$ cat config.mk
export PLATFORM = sky130hd
export DESIGN_NAME = rot_prio_resolver
export DESIGN_NICKNAME = d
export VERILOG_FILES = /design/src/rtl/rpr_pkg.sv /design/src/rtl/rpr_edge_capture.sv /design/src/rtl/rpr_rank_scan.sv /design/src/rtl/rot_prio_resolver.sv
export SDC_FILE = /design/constraint.sdc
export NUM_CORES = 1
export LEC_CHECK = 0
export ABC_AREA = 1
export CAP_MARGIN = 0
export CORE_ASPECT_RATIO = 0.6
export CORE_MARGIN = 3
export CORE_UTILIZATION = 52
export DETAILED_ROUTE_END_ITERATION = 7
export GPL_TIMING_DRIVEN = 0
export PLACE_DENSITY = 0.82
export SETUP_SLACK_MARGIN = 0.3
export SLEW_MARGIN = 30
export SYNTH_ARGS = -nofsm -noshare
export SYNTH_HDL_FRONTEND = slang
export SYNTH_SLANG_ARGS = --single-unit
$ cat constraint.sdc
create_clock -name clk -period 4.1 [get_ports clk]
set_clock_uncertainty 0.15 [all_clocks]
set_input_delay 0.41 -clock clk [delete_from_list [all_inputs] [get_ports clk]]
set_output_delay 0.41 -clock clk [all_outputs]
set_load 0.005 [all_outputs]
$ cat src/rtl/rpr_pkg.sv
package rpr_pkg;
    localparam int LINES = 8;
    localparam int IDXW  = $clog2(LINES);
    localparam int RANKW = IDXW + 1;

    typedef logic [LINES-1:0] line_vec_t;
    typedef logic [IDXW-1:0]  line_idx_t;
    typedef logic [RANKW-1:0] rank_t;

    typedef struct packed {
        logic aeoi;
        logic rot_on_aeoi;
        logic sfn;
    } mode_t;

    function automatic line_vec_t line_onehot(input line_idx_t n);
        return line_vec_t'(1) << n;
    endfunction
endpackage

$ cat src/rtl/rpr_edge_capture.sv
module rpr_edge_capture
    import rpr_pkg::*;
(
    input  logic      clk,
    input  logic      rst,
    input  line_vec_t lvl,
    output line_vec_t rise
);
    line_vec_t prev_q;

    always_ff @(posedge clk) begin
        if (rst) prev_q <= '0;
        else     prev_q <= lvl;
    end

    assign rise = lvl & ~prev_q;
endmodule

$ cat src/rtl/rpr_rank_scan.sv
module rpr_rank_scan
    import rpr_pkg::*;
(
    input  line_vec_t bits,
    input  line_idx_t rot,
    output rank_t     rank
);
    // lowest offset from rot whose bit is set; LINES when none
    always_comb begin
        rank = rank_t'(LINES);
        for (int k = LINES - 1; k >= 0; k--) begin
            if (bits[line_idx_t'(k) + rot]) rank = rank_t'(k);
        end
    end
endmodule

$ cat src/rtl/rot_prio_resolver.sv
module rot_prio_resolver
    import rpr_pkg::*;
#(
    parameter int CASCADE_LINE = 2
) (
    input  logic             clk,
    input  logic             rst,
    input  logic [LINES-1:0] irq_in,
    input  logic             ack,
    input  logic             mask_wr,
    input  logic [LINES-1:0] mask_val,
    input  logic             rot_wr,
    input  logic [IDXW-1:0]  rot_val,
    input  logic             mode_wr,
    input  logic             mode_aeoi,
    input  logic             mode_rot_aeoi,
    input  logic             mode_sfn,
    output logic             int_req,
    output logic [IDXW-1:0]  int_idx,
    output logic [LINES-1:0] irr_out,
    output logic [LINES-1:0] isr_out
);
    line_vec_t irr_q, isr_q, mask_q;
    line_idx_t rot_q, idx_q;
    mode_t     mode_q;
    logic      req_q;

    line_vec_t rise, cand, serv_view, ack_bit;
    rank_t     pend_rank, serv_rank;
    logic      want, ack_take;
    line_idx_t pick_line;

    rpr_edge_capture u_edge (
        .clk  (clk),
        .rst  (rst),
        .lvl  (irq_in),
        .rise (rise)
    );

    always_comb begin
        cand      = irr_q & ~mask_q;
        serv_view = isr_q;
        if (mode_q.sfn) serv_view[CASCADE_LINE] = 1'b0;
    end

    rpr_rank_scan u_pend_scan (
        .bits (cand),
        .rot  (rot_q),
        .rank (pend_rank)
    );

    rpr_rank_scan u_serv_scan (
        .bits (serv_view),
        .rot  (rot_q),
        .rank (serv_rank)
    );

    assign want      = pend_rank < serv_rank;
    assign pick_line = pend_rank[IDXW-1:0] + rot_q;
    assign ack_take  = ack & req_q;
    assign ack_bit   = ack_take ? line_onehot(idx_q) : '0;

    always_ff @(posedge clk) begin
        if (rst) begin
            irr_q  <= '0;
            isr_q  <= '0;
            mask_q <= '0;
            rot_q  <= '0;
            mode_q <= '0;
            req_q  <= 1'b0;
            idx_q  <= '0;
        end else begin
            irr_q <= (irr_q & ~ack_bit) | rise;
            if (ack_take && !mode_q.aeoi) isr_q <= isr_q | ack_bit;
            if (mask_wr) mask_q <= mask_val;
            if (rot_wr)
                rot_q <= rot_val;
            else if (ack_take && mode_q.aeoi && mode_q.rot_on_aeoi)
                rot_q <= idx_q + line_idx_t'(1);
            if (mode_wr) begin
                mode_q.aeoi        <= mode_aeoi;
                mode_q.rot_on_aeoi <= mode_rot_aeoi;
                mode_q.sfn         <= mode_sfn;
            end
            req_q <= want;
            idx_q <= want ? pick_line : '0;
        end
    end

    assign int_req = req_q;
    assign int_idx = idx_q;
    assign irr_out = irr_q;
    assign isr_out = isr_q;
endmodule

==> flow_results.org, run 1 <==
** Global routing
- Entering global routing, the biggest net connects 13 pins.
- After global routing the overflow that remains totals 0.
- The first global-routing pass estimated between 10,000 and 15,000 um of wire.
- Number of global-route vias before repair :: 2,326
- Overall global routing resource usage :: 25.20%
- The number of antenna violations at the first check in global routing came to 0.

** Timing
- Setup violations remaining at the end of the flow were counted as 0.
- For the pin with the worst max-slew slack, the measured transition is 0.5856 ns.
- Relative max-transition margin :: 60.96%
- Final-report hold violation count :: 0
- The max-slew violation count is 0.
- Aggregate negative setup slack :: 0 ns
- Max Freq :: 285.5 MHz
- Setup slack on the critical path of the routed design comes to 0.5971 ns.
- Final clock period utilization by the worst path :: 85.44%
- Min Tclk post-route :: 3.503 ns
- Setup repair after global routing left no endpoint under its margin.

** Setup path
- Tracing the worst setup path back leads to its startpoint at rot_q[0].
- Reg2reg start :: rot_q[0]
- WP data required :: 4.19 ns
- Capturing element type of the critical path :: flip-flop
- Start-to-end type of the worst setup path :: reg -> reg
- Counting cells, the worst reg-to-reg path comes to 23.
- Along the worst path, the maximum fanout reaches 10.
- Critical Path Sink :: int_idx[2]
- Flop-to-flop setup slack :: 0.60 ns
- The endpoint identified for the worst register-to-register timing path is int_idx[2].
- Data arrival at the endpoint of the critical path :: about 3.6 ns
- STA classifies the critical path startpoint as a flip-flop.

** Floorplan
- Starting utilization of the core area :: between 50% and 60%
- Vert. Die Dim :: 60.08 um
- I/O pins :: 48
- DIE AREA :: 5776 um^2
- Floorplan Core Area :: 4392 um^2
- Die width :: 96.14 um
- Core Rows :: 18

** Synth
- In this run, synthesis inferred 0 flip-flops with an integrated enable.
- Counting every net in the synthesized netlist gives 413.
- The largest total area in the synthesized netlist belongs to sky130_fd_sc_hd__dfxtp_1.
- Async S/R FF share, synth :: 0%
- Counting distinct cell types in the post-synthesis netlist gives 33.
- Post-synthesis sequential element count :: 42
- Area share of the leading cell type in the synthesized netlist :: 33.17%
- A synthesized cell averages 6.814 um^2.
- Summing every instance area after synthesis gives 2535 um^2.
- Part of the Yosys area used for sequential elements :: between 30 and 40%
- Synthesis Warnings :: 0
- Leading cell types by total area after synthesis :: sky130_fd_sc_hd__dfxtp_1, sky130_fd_sc_hd__nand2_1, sky130_fd_sc_hd__nand3_1, sky130_fd_sc_hd__inv_1, sky130_fd_sc_hd__ha_1
- Synthesis produced a netlist whose cell count is 372.
- In the synthesized netlist the dominant register cell turns out to be sky130_fd_sc_hd__dfxtp_1.

** Detailed routing
- Wire length reported by the detailed router :: 6944 um
- Antenna violation net count after detailed routing :: 0
- The first TritonRoute pass finished after 5 iterations.
- Routed length per instance :: 14.29 um
- Number of DRC markers after the initial detailed-route iteration :: 253
- DR vias :: ~2,700
- DRC violation count after routing :: 0
- In the routed layout, each cell is associated on average with a via count of around 5.5.

** Placement
- Post-placement worst setup slack :: 0.4622 ns
- The congestion estimate from routability-driven global placement came to 0.9260.
- Detailed placement ended at an HPWL of 5526 um.
- Summing all placed instances gives a cell area of just over 3000 um^2.
- Number of buffers inserted by port buffering :: 47

** Pwr
- Power per cell area :: 465.4 nW/um^2
- Power comes to around 1.5 mW.
- Across the VDD grid, the largest voltage drop is around 0.42 mV.
- Leak :: 1.460 nW

** Finish
- After filler insertion, the fill cell instance count of the layout stands at 392.
- Net count reported at finish :: roughly 470
- The number of antenna diodes in the final layout is 0.
- Share of layout cells above drive strength 1 :: ~7.3%
- The finished cells cover 3196 um^2.
- Signed area change from the synthesized netlist to the final layout :: 26.06%
- Utilization of the core after routing :: 72.76%

** Clocking
- Buffers inserted by post-CTS timing repair :: 0
- Clock-pin slew was measured on the worst setup and hold paths at 0.08 ns.
- Largest buffer count on any clock path :: 2
- H-Tree Level Count :: 2
- TritonCTS clock tree :: yes
- Clock root cell :: sky130_fd_sc_hd__clkbuf_8
- CTS sink cnt :: 42
- Clock tree synthesis inserted a total of 5 buffers.
- For the worst-skew pair, the clock arrives at the later sink with an insertion delay of 0.30 ns.

** Run status
- The run finished with clean final reports.

** Min path
- Worst min-delay path category :: reg -> reg

** Run
- The tool flagged a number of max-cap violations equal to 0.
## synthesized netlist by cell type, types with 4 or more instances
cell type / n
sky130_fd_sc_hd__o32ai_1: 6
sky130_fd_sc_hd__a31oi_1: 5
sky130_fd_sc_hd__dfxtp_1: 42
sky130_fd_sc_hd__o21ai_0: 15
sky130_fd_sc_hd__nand2_2: 4
sky130_fd_sc_hd__a21oi_1: 22
sky130_fd_sc_hd__ha_1: 12
sky130_fd_sc_hd__nor3_1: 8
sky130_fd_sc_hd__buf_6: 4
sky130_fd_sc_hd__a211oi_1: 6
sky130_fd_sc_hd__nand2_1: 85
sky130_fd_sc_hd__nand3_1: 50
sky130_fd_sc_hd__inv_1: 53
sky130_fd_sc_hd__clkbuf_1: 4
sky130_fd_sc_hd__nor2_1: 32
## report_power, final
part	total (mW)	internal (mW)	leakage, nW	switching [mW]
logic	0.652	0.268	1.05	0.385
registers	0.500	0.454	0.348	0.0462
clock network	0.335	0.195	0.0573	0.140
## worst min-delay path by stage
stage                     startpoint    endpoint  slack [ns]  depth (start not counted)
floorplan           u_edge.prev_q[0]  irr_out[0]        0.26                          1
finish              u_edge.prev_q[5]  irr_out[5]        0.29                          1
detailed placement  u_edge.prev_q[0]  irr_out[0]        0.27                          1
CTS                 u_edge.prev_q[5]  irr_out[5]        0.29                          1
global placement    u_edge.prev_q[2]  irr_out[2]        0.27                          1
global route        u_edge.prev_q[5]  irr_out[5]        0.30                          1
## sequential cells by signal, indices dropped and copies added, names as in the netlist
signal         flops
isr_out            8
int_idx            3
u_edge.prev_q      8
irr_out            8
mask_q             8
mode_q             3
int_req            1
rot_q              3
## worst max-delay path: stages, from the launching register on
cell	delay, ns
sky130_fd_sc_hd__dfxtp_2	0.37
sky130_fd_sc_hd__buf_6	0.15
sky130_fd_sc_hd__inv_6	0.06
sky130_fd_sc_hd__buf_6	0.15
sky130_fd_sc_hd__ha_1	0.28
sky130_fd_sc_hd__buf_2	0.18
sky130_fd_sc_hd__inv_2	0.14
sky130_fd_sc_hd__nand3_1	0.09
sky130_fd_sc_hd__nand2_1	0.07
sky130_fd_sc_hd__inv_1	0.06
sky130_fd_sc_hd__o21ai_1	0.21
sky130_fd_sc_hd__nand2_1	0.09
sky130_fd_sc_hd__nand2_1	0.06
sky130_fd_sc_hd__nand2_1	0.05
sky130_fd_sc_hd__nand2_1	0.05
sky130_fd_sc_hd__nand2_1	0.05
sky130_fd_sc_hd__nand2_1	0.11
sky130_fd_sc_hd__inv_1	0.06
sky130_fd_sc_hd__ha_1	0.19
sky130_fd_sc_hd__fa_1	0.39
sky130_fd_sc_hd__xor2_1	0.20
sky130_fd_sc_hd__xor2_1	0.16
sky130_fd_sc_hd__inv_1	0.05
sky130_fd_sc_hd__nor2_1	0.09
## placed cells by master (no fill, tap or decap), types with 8 or more instances in the layout
master / synthesis / layout
sky130_fd_sc_hd__nor2_1: 32 / 32
sky130_fd_sc_hd__nor3_1: 8 / 8
sky130_fd_sc_hd__nand3_1: 50 / 50
sky130_fd_sc_hd__o21ai_0: 15 / 15
sky130_fd_sc_hd__dfxtp_1: 42 / 40
sky130_fd_sc_hd__nand2_1: 85 / 85
sky130_fd_sc_hd__clkdlybuf4s50_1: 0 / 47
sky130_fd_sc_hd__ha_1: 12 / 12
sky130_fd_sc_hd__inv_1: 53 / 52
sky130_fd_sc_hd__a21oi_1: 22 / 22
## what timing repair did
| item | 4_1_cts | 5_1_grt |
|---|---|---|
| hold buffers | 0 | 0 |
| resized for setup | 0 | 3 |
| setup endpoints to repair | 0 | 1 |
| hold endpoints to repair | 0 | 0 |
## cell families after synthesis
| family | Yosys count | share of synthesized area (%) |
|---|---|---|
| xor+xnor | 5 | 2.320 |
| simple gates | 187 | 32.63 |
| fa+ha+maj | 13 | 6.713 |
| buf+inv | 66 | 11.35 |
| compound gates | 59 | 13.82 |
| flops | 42 | 33.17 |
## area by class of cell
class	instances	area, um^2	area share, %
Multi-Input combinational cell	264	1406	44.01
Sequential cell	42	843.3	26.39
Timing Repair Buffer	47	470.5	14.72
Inverter	55	211.5	6.617
Clock buffer	6	82.58	2.584
Buffer	11	76.32	2.388
Tap cell	60	75.07	2.349
Clock inverter	1	30.03	0.9397
## layer usage
metal	vias to the layer above	GRT usage, %	wire, um
li1	1322	-	-
met1	1208	35.46	3282
met2	127	37.88	2900
met3	11	6.289	692
met4	0	7.692	68
met5	-	0	0
## through the flow
stage / hold slack (ns) / std cells
floorplan: 0.2608 / 372
global placement: 0.2677 / 479
detailed placement: 0.2689 / 479
CTS: 0.2865 / 486
global route: 0.3028 / 486
finish: 0.2864 / 486
(Power assumes the default switching activity.)
==> run 2: changes to the inputs <==
--- a/config.mk
+++ b/config.mk
@@ -8,7 +8,6 @@
 export ABC_AREA = 1
 export CAP_MARGIN = 0
 export CORE_ASPECT_RATIO = 0.6
-export CORE_MARGIN = 3
 export CORE_UTILIZATION = 52
 export DETAILED_ROUTE_END_ITERATION = 7
 export GPL_TIMING_DRIVEN = 0
==> run 2 against run 1 <==
Net effect:
- sequential share of layout area fell by 0.060 points
- combinational power barely moved
- final area barely moved
- critical path depth did not move
- power rose by 0.71%
- die area fell by 11%
- final cell count rose by 0.62%
- largest power group unchanged
- wire length fell by 0.27%
==> flow_results.org, run 2 (synthesis results as in run 1) <==
** Global routing
- Entering global routing, the biggest net connects 13 pins.
- The number of antenna violations at the first check in global routing was 0.
- Summed over all layers, the global routing overflow is 0.
- Number of global-route vias before repair :: 2,424
- In the global route stage, overall resource usage came out at roughly 29%.
- The first global-routing pass estimated between 10,000 and 15,000 um of wire.

** Timing
- Slew at the pin closest to its max-slew limit :: 0.5530 ns
- The max-slew violation count is 0.
- Setup violations remaining at the end of the flow were counted as 0.
- Setup repair after global routing missed its margin :: false
- Max Freq :: 281.8 MHz
- Min Tclk post-route :: between 3 and 4 ns
- The worst pin sits at a relative slew slack of 63.13%.
- Aggregate negative setup slack :: 0 ns
- Final-report hold violation count :: 0
- Final clock period utilization by the worst path :: between 80% and 90%

** Detailed routing
- For this block, the routed nets add up to 6925 um of wire.
- After detailed routing, the average wire length per cell comes to 14.16 um.
- After the first detailed-routing iteration, the DRC count stood at 200.
- Antenna violation net count after detailed routing :: 0
- Vias per Instance :: ~5.5
- DRC violation count after routing :: 0
- The final route contains 2,694 vias.
- Pre-antenna DRT Iters :: 5

** Pwr
- Power per cell area :: 468.4 nW/um^2
- The share of total power dissipated in combinational logic is 43.7%.
- Across the VDD grid, the largest voltage drop is 0.3901 mV.
- In this run switching power makes up approximately two fifths of total power.
- Leak :: 1.460 nW
- Total net switching power :: 581.4 uW
- The internal portion of the total power is 916.5 uW.
- Sequential group share of total power :: 33.5%
- In this run, the clock network consumes a little under a quarter of the power.

** Setup path
- Together, buffers and inverters on the worst path number 8.
- Biggest fanout along the worst timing path :: 10
- On the critical path the largest part of the delay comes from buffers and inverters.
- Most common cell type on the critical path :: sky130_fd_sc_hd__nand2_1
- Crit-path max cell delay :: 0.43 ns
- Sort of element at the start of the critical path :: flip-flop
- The worst setup path is captured at a flip-flop.
- WP data required :: 4.19 ns
- Data arrival at the endpoint of the critical path :: 3.64 ns
- The worst setup path is of the reg -> reg kind.
- Cells traversed along the worst timing path :: buf_6 -> inv_6 -> buf_6 -> ha_1 -> buf_2 -> inv_2 -> nand3_1 -> nand2_1 -> inv_1 -> o21ai_1 -> nand2_1 -> nand2_1 -> nand2_1 -> nand2_1 -> nand2_1 -> nand2_1 -> inv_1 -> ha_1 -> fa_1 -> xor2_1 -> xor2_1 -> inv_1 -> nor2_1
- Master of the slowest instance on the critical path :: sky130_fd_sc_hd__dfxtp_1

** Clocking
- Clock-pin slew reported for the worst setup and hold paths after clock tree synthesis :: ~0.080 ns
- Clock root cell :: sky130_fd_sc_hd__clkbuf_8
- TritonCTS built the clock tree.
- Clock insertion delay at the later pin of the skew report :: 0.30 ns
- CTS built an H-tree with a depth of 2.
- Buffers added to address setup during post-CTS repair amount to 0.
- CTS Hold Buffers Added :: 0
- The clock drives 42 sinks.
- TritonCTS Buffers :: 5
- No sink is reached through more buffers than the 2 on the longest clock path.

** Finish
- The repair_antennas step left the layout with diodes totalling 0.
- From synthesis to final layout, the design area changed by 26.16%.
- Most frequent cells in the layout :: sky130_fd_sc_hd__nand2_1, sky130_fd_sc_hd__inv_1, sky130_fd_sc_hd__nand3_1
- Filler Cell Count :: 391
- In the final design database the tool counted 467 nets.
- Share of layout cells above drive strength 1 :: 7.042%
- Most common library cell in the layout ignoring fill and taps :: sky130_fd_sc_hd__nand2_1
- For this run, the share of the core covered by cells in the final layout is between 60% and 70%.

** Floorplan
- The die is 92.14 um wide.
- Starting utilization of the core area :: 54.68%
- In this run the core area contains 19 standard-cell rows.
- DIE AREA :: about 5200 um^2
- Floorplan Core Area :: 4636 um^2
- I/O pins :: 48
- The floorplan step set the die height to 56.08 um.

** Placement
- After legalization and detailed placement, the total HPWL measured 5375 um.
- Routability cong. :: 0.8892
- Number of buffers inserted by port buffering :: 47

** Run
- The tool flagged a number of max-cap violations equal to 0.

** Min path
- The tightest min-delay check is of the reg -> reg type.

** Run status
- The flow ran to the end, and the final reports show no timing, DRC or antenna violations.
[run 2: timing repair]
item / in CTS / in global routing
gates resized for setup: 0 / 2
hold endpoints to repair: 0 / 0
setup endpoints to repair: 0 / 1
[run 2: layer usage]
layer | wire [um] | up-vias | part of all wire (%) | track usage, %
met5 | 0 | - | 0 | 0
met4 | 27 | 0 | 0.39 | 5.134
met3 | 603 | 4 | 8.7 | 7.240
met2 | 2971 | 121 | 43 | 44.24
met1 | 3323 | 1245 | 48 | 40.51
li1 | - | 1324 | - | -
[run 2: worst paths after layout]
check             depth (start not counted)              from  slack, ns    endpoint
setup reg to reg                         23          rot_q[0]       0.55  int_idx[2]
hold / removal                            1  u_edge.prev_q[0]       0.29  irr_out[0]
hold reg to reg                           1  u_edge.prev_q[0]       0.29  irr_out[0]
setup / recovery                         23          rot_q[0]       0.55  int_idx[2]
[run 2: through the flow]
stage | power (mW) | setup WS [ns] | cells | area, um^2 | hold slack [ns]
3_5_place_dp | 1.145 | 0.5550 | 482 | 3084 | 0.2762
2_1_floorplan | 0.9432 | 0.9515 | 372 | 2535 | 0.2608
5_1_grt | 1.607 | 0.3313 | 489 | 3198 | 0.3027
3_3_place_gp | 1.128 | 0.5777 | 482 | 3084 | 0.2662
4_1_cts | 1.487 | 0.5240 | 489 | 3197 | 0.2854
6_report | 1.498 | 0.5514 | 489 | 3198 | 0.2877
[run 2: final cells by class]
class / instances / area, um^2 / area share (%)
Clock inverter: 1 / 30.03 / 0.9390
Timing Repair Buffer: 47 / 470.5 / 14.71
Tap cell: 63 / 78.83 / 2.465
Multi-Input combinational cell: 264 / 1406 / 43.97
Sequential cell: 42 / 842.1 / 26.33
Clock buffer: 6 / 82.58 / 2.582
Inverter: 55 / 211.5 / 6.612
Buffer: 11 / 76.32 / 2.387
[run 2: worst reg2reg max path, stage by stage (launching register included)]
cell and delay [ns]:
sky130_fd_sc_hd__dfxtp_1 0.43, sky130_fd_sc_hd__buf_6 0.18, sky130_fd_sc_hd__inv_6 0.06, sky130_fd_sc_hd__buf_6 0.15
sky130_fd_sc_hd__ha_1 0.28, sky130_fd_sc_hd__buf_2 0.18, sky130_fd_sc_hd__inv_2 0.14, sky130_fd_sc_hd__nand3_1 0.09
sky130_fd_sc_hd__nand2_1 0.07, sky130_fd_sc_hd__inv_1 0.06, sky130_fd_sc_hd__o21ai_1 0.22, sky130_fd_sc_hd__nand2_1 0.08
sky130_fd_sc_hd__nand2_1 0.06, sky130_fd_sc_hd__nand2_1 0.05, sky130_fd_sc_hd__nand2_1 0.06, sky130_fd_sc_hd__nand2_1 0.05
sky130_fd_sc_hd__nand2_1 0.11, sky130_fd_sc_hd__inv_1 0.06, sky130_fd_sc_hd__ha_1 0.19, sky130_fd_sc_hd__fa_1 0.37
sky130_fd_sc_hd__xor2_1 0.16, sky130_fd_sc_hd__xor2_1 0.16, sky130_fd_sc_hd__inv_1 0.05, sky130_fd_sc_hd__nor2_1 0.08
[run 2: power groups by stage]
stage / registers [mW] / logic (mW) / clock network, mW
after detailed placement: 0.510 / 0.635 / 0
after global routing: 0.508 / 0.739 / 0.360
after floorplan: 0.497 / 0.446 / 0
after CTS: 0.502 / 0.642 / 0.343
final: 0.502 / 0.655 / 0.341
after global placement: 0.509 / 0.620 / 0
